--- config.mk ---
export PLATFORM = sky130hd
export DESIGN_NAME = fetch_aligner
export DESIGN_NICKNAME = d
export VERILOG_FILES = /design/src/rtl/fetch_align_pkg.sv /design/src/rtl/fa_opcode_split.sv /design/src/rtl/fa_field_align.sv /design/src/rtl/fa_next_pc.sv /design/src/rtl/fetch_aligner.sv
export SDC_FILE = /design/constraint.sdc
export NUM_CORES = 1
export LEC_CHECK = 0
export ABC_CLOCK_PERIOD_IN_PS = 4610
export BUFFER_PORTS_ARGS = -buffer_cell sky130_fd_sc_hd__buf_2
export CELL_PAD_IN_SITES_DETAIL_PLACEMENT = 1
export CELL_PAD_IN_SITES_GLOBAL_PLACEMENT = 2
export CORE_MARGIN = 2
export CORE_UTILIZATION = 18
export DETAILED_ROUTE_END_ITERATION = 10
export PLACE_DENSITY_LB_ADDON = 0.25
export SLEW_MARGIN = 5
export SYNTH_ARGS = -nofsm -noshare
export SYNTH_HDL_FRONTEND = slang
export SYNTH_HIERARCHICAL = 1
export SYNTH_SLANG_ARGS = --single-unit
--- constraint.sdc ---
create_clock -name vclk -period 4.61
set_input_delay 0.922 -clock vclk [all_inputs]
set_output_delay 0.922 -clock vclk [all_outputs]
set_load 0.02 [all_outputs]
--- src/rtl/fetch_align_pkg.sv ---
// Package: shared opcode codes and the per-opcode format record used by the
// fetch aligner. Assumes four-bit opcode and register nibbles.
package fetch_align_pkg;

    localparam int NIB_W   = 4;
    localparam int LEN_W   = 3;
    localparam logic [NIB_W-1:0] REG_NONE = 4'h8;

    typedef enum logic [NIB_W-1:0] {
        OP_NOP     = 4'h0,
        OP_HALT    = 4'h1,
        OP_MOV_RR  = 4'h2,
        OP_MOV_IR  = 4'h3,
        OP_STORE   = 4'h4,
        OP_LOAD    = 4'h5,
        OP_ALU     = 4'h6,
        OP_BRANCH  = 4'h7,
        OP_CALL    = 4'h8,
        OP_RET     = 4'h9,
        OP_PUSH    = 4'hA,
        OP_POP     = 4'hB
    } op_e;

    typedef struct packed {
        logic             has_regs;
        logic             has_const;
        logic             defined;
        logic [LEN_W-1:0] len;
    } fmt_t;

endpackage

--- src/rtl/fa_opcode_split.sv ---
// Module: fa_opcode_split
// Splits the opcode byte into its two nibbles and classifies the opcode:
// register byte present, constant word present, defined, and byte length.
// Assumes an 8-bit opcode byte with the opcode in the upper nibble.
module fa_opcode_split
    import fetch_align_pkg::*;
(
    input  logic [2*NIB_W-1:0] op_byte_i,
    output logic [NIB_W-1:0]   icode_o,
    output logic [NIB_W-1:0]   ifun_o,
    output fmt_t               fmt_o
);

    // Nibble split of the opcode byte.
    assign icode_o = op_byte_i[2*NIB_W-1:NIB_W];
    assign ifun_o  = op_byte_i[NIB_W-1:0];

    // Format lookup per opcode; undefined codes fall to a one-byte no-field form.
    always_comb begin
        fmt_o = '{has_regs: 1'b0, has_const: 1'b0, defined: 1'b0, len: 3'd1};
        case (icode_o)
            OP_NOP, OP_HALT, OP_RET:
                fmt_o = '{has_regs: 1'b0, has_const: 1'b0, defined: 1'b1, len: 3'd1};
            OP_MOV_RR, OP_ALU, OP_PUSH, OP_POP:
                fmt_o = '{has_regs: 1'b1, has_const: 1'b0, defined: 1'b1, len: 3'd2};
            OP_MOV_IR, OP_STORE, OP_LOAD:
                fmt_o = '{has_regs: 1'b1, has_const: 1'b1, defined: 1'b1, len: 3'd6};
            OP_BRANCH, OP_CALL:
                fmt_o = '{has_regs: 1'b0, has_const: 1'b1, defined: 1'b1, len: 3'd5};
            default:
                fmt_o = '{has_regs: 1'b0, has_const: 1'b0, defined: 1'b0, len: 3'd1};
        endcase
    end

endmodule

--- src/rtl/fa_field_align.sv ---
// Module: fa_field_align
// Takes the window bytes after the opcode byte and aligns the register
// specifiers and the little-endian constant word. The constant starts right
// after the register byte when one is present, otherwise right after the opcode.
// Assumes the window holds at least two plus the constant's byte count bytes.
module fa_field_align
    import fetch_align_pkg::*;
#(
    parameter int WORD_W    = 32,
    parameter int BYTE_W    = 8,
    parameter int WIN_BYTES = 6
) (
    input  logic [(WIN_BYTES-1)*BYTE_W-1:0] tail_i,
    input  logic                            has_regs_i,
    input  logic                            has_const_i,
    output logic [NIB_W-1:0]                ra_o,
    output logic [NIB_W-1:0]                rb_o,
    output logic [WORD_W-1:0]               valc_o
);

    localparam int CONST_BYTES = WORD_W / BYTE_W;

    logic [WORD_W-1:0] const_after_reg;
    logic [WORD_W-1:0] const_after_op;

    // Byte lanes of both candidate constants; tail byte j is window byte j+1.
    for (genvar k = 0; k < CONST_BYTES; k++) begin : g_lane
        assign const_after_op[k*BYTE_W +: BYTE_W]  = tail_i[k*BYTE_W +: BYTE_W];
        assign const_after_reg[k*BYTE_W +: BYTE_W] = tail_i[(k+1)*BYTE_W +: BYTE_W];
    end

    // Register specifiers from the first tail byte, or the no-register code.
    always_comb begin
        if (has_regs_i) begin
            ra_o = tail_i[BYTE_W-1:NIB_W];
            rb_o = tail_i[NIB_W-1:0];
        end else begin
            ra_o = REG_NONE;
            rb_o = REG_NONE;
        end
    end

    // Constant selection by offset, zero when absent.
    always_comb begin
        if (!has_const_i)     valc_o = '0;
        else if (has_regs_i)  valc_o = const_after_reg;
        else                  valc_o = const_after_op;
    end

endmodule

--- src/rtl/fa_next_pc.sv ---
// Module: fa_next_pc
// Adds the instruction length to the program counter, wrapping modulo 2^WORD_W.
// Assumes the length fits in LEN_W bits.
module fa_next_pc
    import fetch_align_pkg::*;
#(
    parameter int WORD_W = 32
) (
    input  logic [WORD_W-1:0] pc_i,
    input  logic [LEN_W-1:0]  len_i,
    output logic [WORD_W-1:0] valp_o
);

    // Sequential successor address.
    assign valp_o = pc_i + {{(WORD_W-LEN_W){1'b0}}, len_i};

endmodule

--- src/rtl/fetch_aligner.sv ---
// Module: fetch_aligner (top)
// Fetch-stage aligner for a variable-length instruction set: classifies the
// opcode, extracts register specifiers and constant, and forms the next PC.
// Purely combinational. Assumes the window starts at pc_i, byte 0 at the LSBs.
module fetch_aligner
    import fetch_align_pkg::*;
#(
    parameter int WORD_W    = 32,
    parameter int BYTE_W    = 8,
    parameter int WIN_BYTES = 6
) (
    input  logic [WIN_BYTES*BYTE_W-1:0] win_i,
    input  logic [WORD_W-1:0]           pc_i,
    output logic [NIB_W-1:0]            icode_o,
    output logic [NIB_W-1:0]            ifun_o,
    output logic [NIB_W-1:0]            ra_o,
    output logic [NIB_W-1:0]            rb_o,
    output logic [WORD_W-1:0]           valc_o,
    output logic [WORD_W-1:0]           valp_o,
    output logic                        instr_valid_o
);

    localparam int WIN_W = WIN_BYTES * BYTE_W;

    fmt_t fmt;

    fa_opcode_split u_split (
        .op_byte_i (win_i[BYTE_W-1:0]),
        .icode_o   (icode_o),
        .ifun_o    (ifun_o),
        .fmt_o     (fmt)
    );

    fa_field_align #(
        .WORD_W    (WORD_W),
        .BYTE_W    (BYTE_W),
        .WIN_BYTES (WIN_BYTES)
    ) u_fields (
        .tail_i      (win_i[WIN_W-1:BYTE_W]),
        .has_regs_i  (fmt.has_regs),
        .has_const_i (fmt.has_const),
        .ra_o        (ra_o),
        .rb_o        (rb_o),
        .valc_o      (valc_o)
    );

    fa_next_pc #(
        .WORD_W (WORD_W)
    ) u_npc (
        .pc_i   (pc_i),
        .len_i  (fmt.len),
        .valp_o (valp_o)
    );

    // Definedness flag straight from the classifier.
    assign instr_valid_o = fmt.defined;

endmodule

==> metrics.txt <==
status complete, no violations; Post-Syn Area 0.00148 mm²; syn_area_per_cell 7.72 µm²; unrepaired setup endpoints after global routing false; Sequential Power Share 0; cell breakdown of the critical path buf_2, or4b_1, o211ai_2, ha_1, a21oi_1, nor4_4, nand4_1, xnor2_1, buf_2; element type at the critical path start input pin; first-pass GRT wire length 8140 µm; Top Family by Delay on Critical Path simple AND/OR/NAND/NOR gates; Cells after Synth 192; layout net count 413; Tcrit/Tclk final 0.877; Ys Warns 6; die height 94.8 µm; Post-CTS Hold Buffers 0; slowest stage cell, crit path or4b_1; Top cell by count, worst path buf_2; share of layout cells above drive strength 1 0.498; Critical Path Max Stage Delay 0.53 ns; setup ws final 0.568 ns; wire per inst 12.2 µm; Initial DRC Count 8; vias 1864; sequential cell count 0; min Tclk post-route 4.04 ns; power consumption 260 µW; I/O pin total 161; Hold Path Class in2out; gpl congestion 0.677; cell-internal power 107 µW; pin count of the biggest net entering global routing 41; sw frac 0.590; Die W 94.8 µm; Setup WS pre-CTS 0.518 ns; CORE AREA 0.00809 mm²; Critical Path Sink Type output port; CP Data Required Time 3.69 ns; first-pass iteration count of the detailed router 4; Hold Crit Start win_i[0]; Routed WL 5270 µm; hpwl dp 4500 µm; setup bufs post-CTS 0; Max-Cap Viols 0; Slew Limit Fails 0; n_diodes 0; final instance count without filler cells 432; clock share of power 0; Die ar. 0.00898 mm²; row cnt 33; part of the power in combinational logic 1.000; Psw 153 µW; Cells after DPL 432; post_cts resized 0; Slew headroom 0.478; Layout area overhead 49.5%; Max FO, Critical Path 10; Unique masters post-synth 29; Pwr Density 117 mW/mm²; WP data arrival 3.12 ns; Hold Path Depth 0; Worst Hold End ifun_o[0]; FF+latch area 0 µm²; antenna violations before repair 0; IR Drop Worst-Case VDD 47.1 µV; Worst Hold Slack 1.84 ns; gr usage total 0.107; Port-buffer cells 153; Antenna Violating Nets Remaining 0; fmax 0.247 GHz; number of global-route vias before repair 1785; Vias/cell 4.31; Initial Util 0.183; CP Buf/Inv Count 2; worst-margin pin slew 0.780 ns; Pleak 1.16 nW; sequential share of the synthesized area 0; clkbuf count 0; final hold vios 0; Sum Neg Setup Slack 0 ns; Final setup violation count 0; Setup CP Type in2out; Remaining Overflow, GRT 0; net count after synthesis 276; DRC viols 0
## Yosys cell counts (2+ instances only)
cell      instances  area share
mux2i_1          33        0.22
nor2b_1          32        0.14
xnor2_1          26        0.15
nand4_1          19       0.080
nand2_1          12       0.030
buf_4            11       0.056
and2_1            7       0.030
nor2_1            5       0.013
a21oi_1           4       0.014
clkbuf_1          4       0.010
nand2b_1          4       0.017
nand3_1           4       0.014
xor2_1            4       0.024
and3_1            3       0.013
buf_12            3       0.041
ha_1              3       0.025
buf_6             2       0.015
inv_1             2      0.0051
nand3_2           2       0.014
nor3_1            2      0.0068
nor4_4            2       0.029
## cell usage in the layout (no fill, tap or decap), types with 4 or more instances in the layout
cell      instances
nand4_1          19
xor2_1            4
nor2_1            5
nand2b_1          4
nor2b_1          32
nand2_1          12
buf_2           153
xnor2_1          26
mux2i_1          33
nand3_1           4
and2_1            7
a21oi_1           4
## routing by layer
metal | track usage | part of all wire | wire length (µm) | vias up
li1 | - | - | - | 930
met1 | 0.129 | 0.41 | 2150 | 831
met2 | 0.197 | 0.46 | 2410 | 103
met3 | 0.0319 | 0.14 | 717 | 0
met4 | 0 | 0 | 0 | 0
met5 | 0 | 0 | 0 | -
## worst max-delay path by stage
| stage | from | end | slack, ns | cells after the start |
|---|---|---|---|---|
| CTS | win_i[6] | valp_o[28] | 0.52 | 9 |
| floorplan | win_i[6] | valp_o[24] | 0.93 | 7 |
| finish | win_i[6] | valp_o[28] | 0.57 | 9 |
| global route | win_i[6] | valp_o[16] | 0.36 | 9 |
| detailed placement | win_i[6] | valp_o[28] | 0.52 | 9 |
| global placement | win_i[6] | valp_o[24] | 0.56 | 9 |
## per-stage QoR
stage                     utilization  instance area (µm²)
after floorplan                     -                 1480
after global placement          0.274                 2220
after detailed placement        0.274                 2220
after CTS                       0.274                 2220
after global routing            0.274                 2220
final                           0.274                 2220
## area by class of cell
| class | count | area, µm² |
|---|---|---|
| Tap cell | 105 | 131 |
| Multi-Input combinational cell | 169 | 1290 |
| Inverter | 2 | 7.51 |
| Fill cell | 1060 | 5880 |
| Timing Repair Buffer | 156 | 788 |
## power groups by stage
stage          combinational, mW  sequential (mW)  clock (mW)
4_1_cts                    0.265                0           0
3_3_place_gp               0.264                0           0
3_5_place_dp               0.264                0           0
6_report                   0.260                0           0
5_1_grt                    0.284                0           0
2_1_floorplan              0.180                0           0
## kinds of logic after synthesis
logic type,share of synthesized area
multiplexers,0.230
XOR/XNOR,0.177
adder cells (fa/ha/maj),0.0388
AND/OR/NAND/NOR,0.402
AO/OA/AOI/OAI,0.0219
buffers and inverters,0.130
No activity file was read; power rests on OpenSTA's default activity.
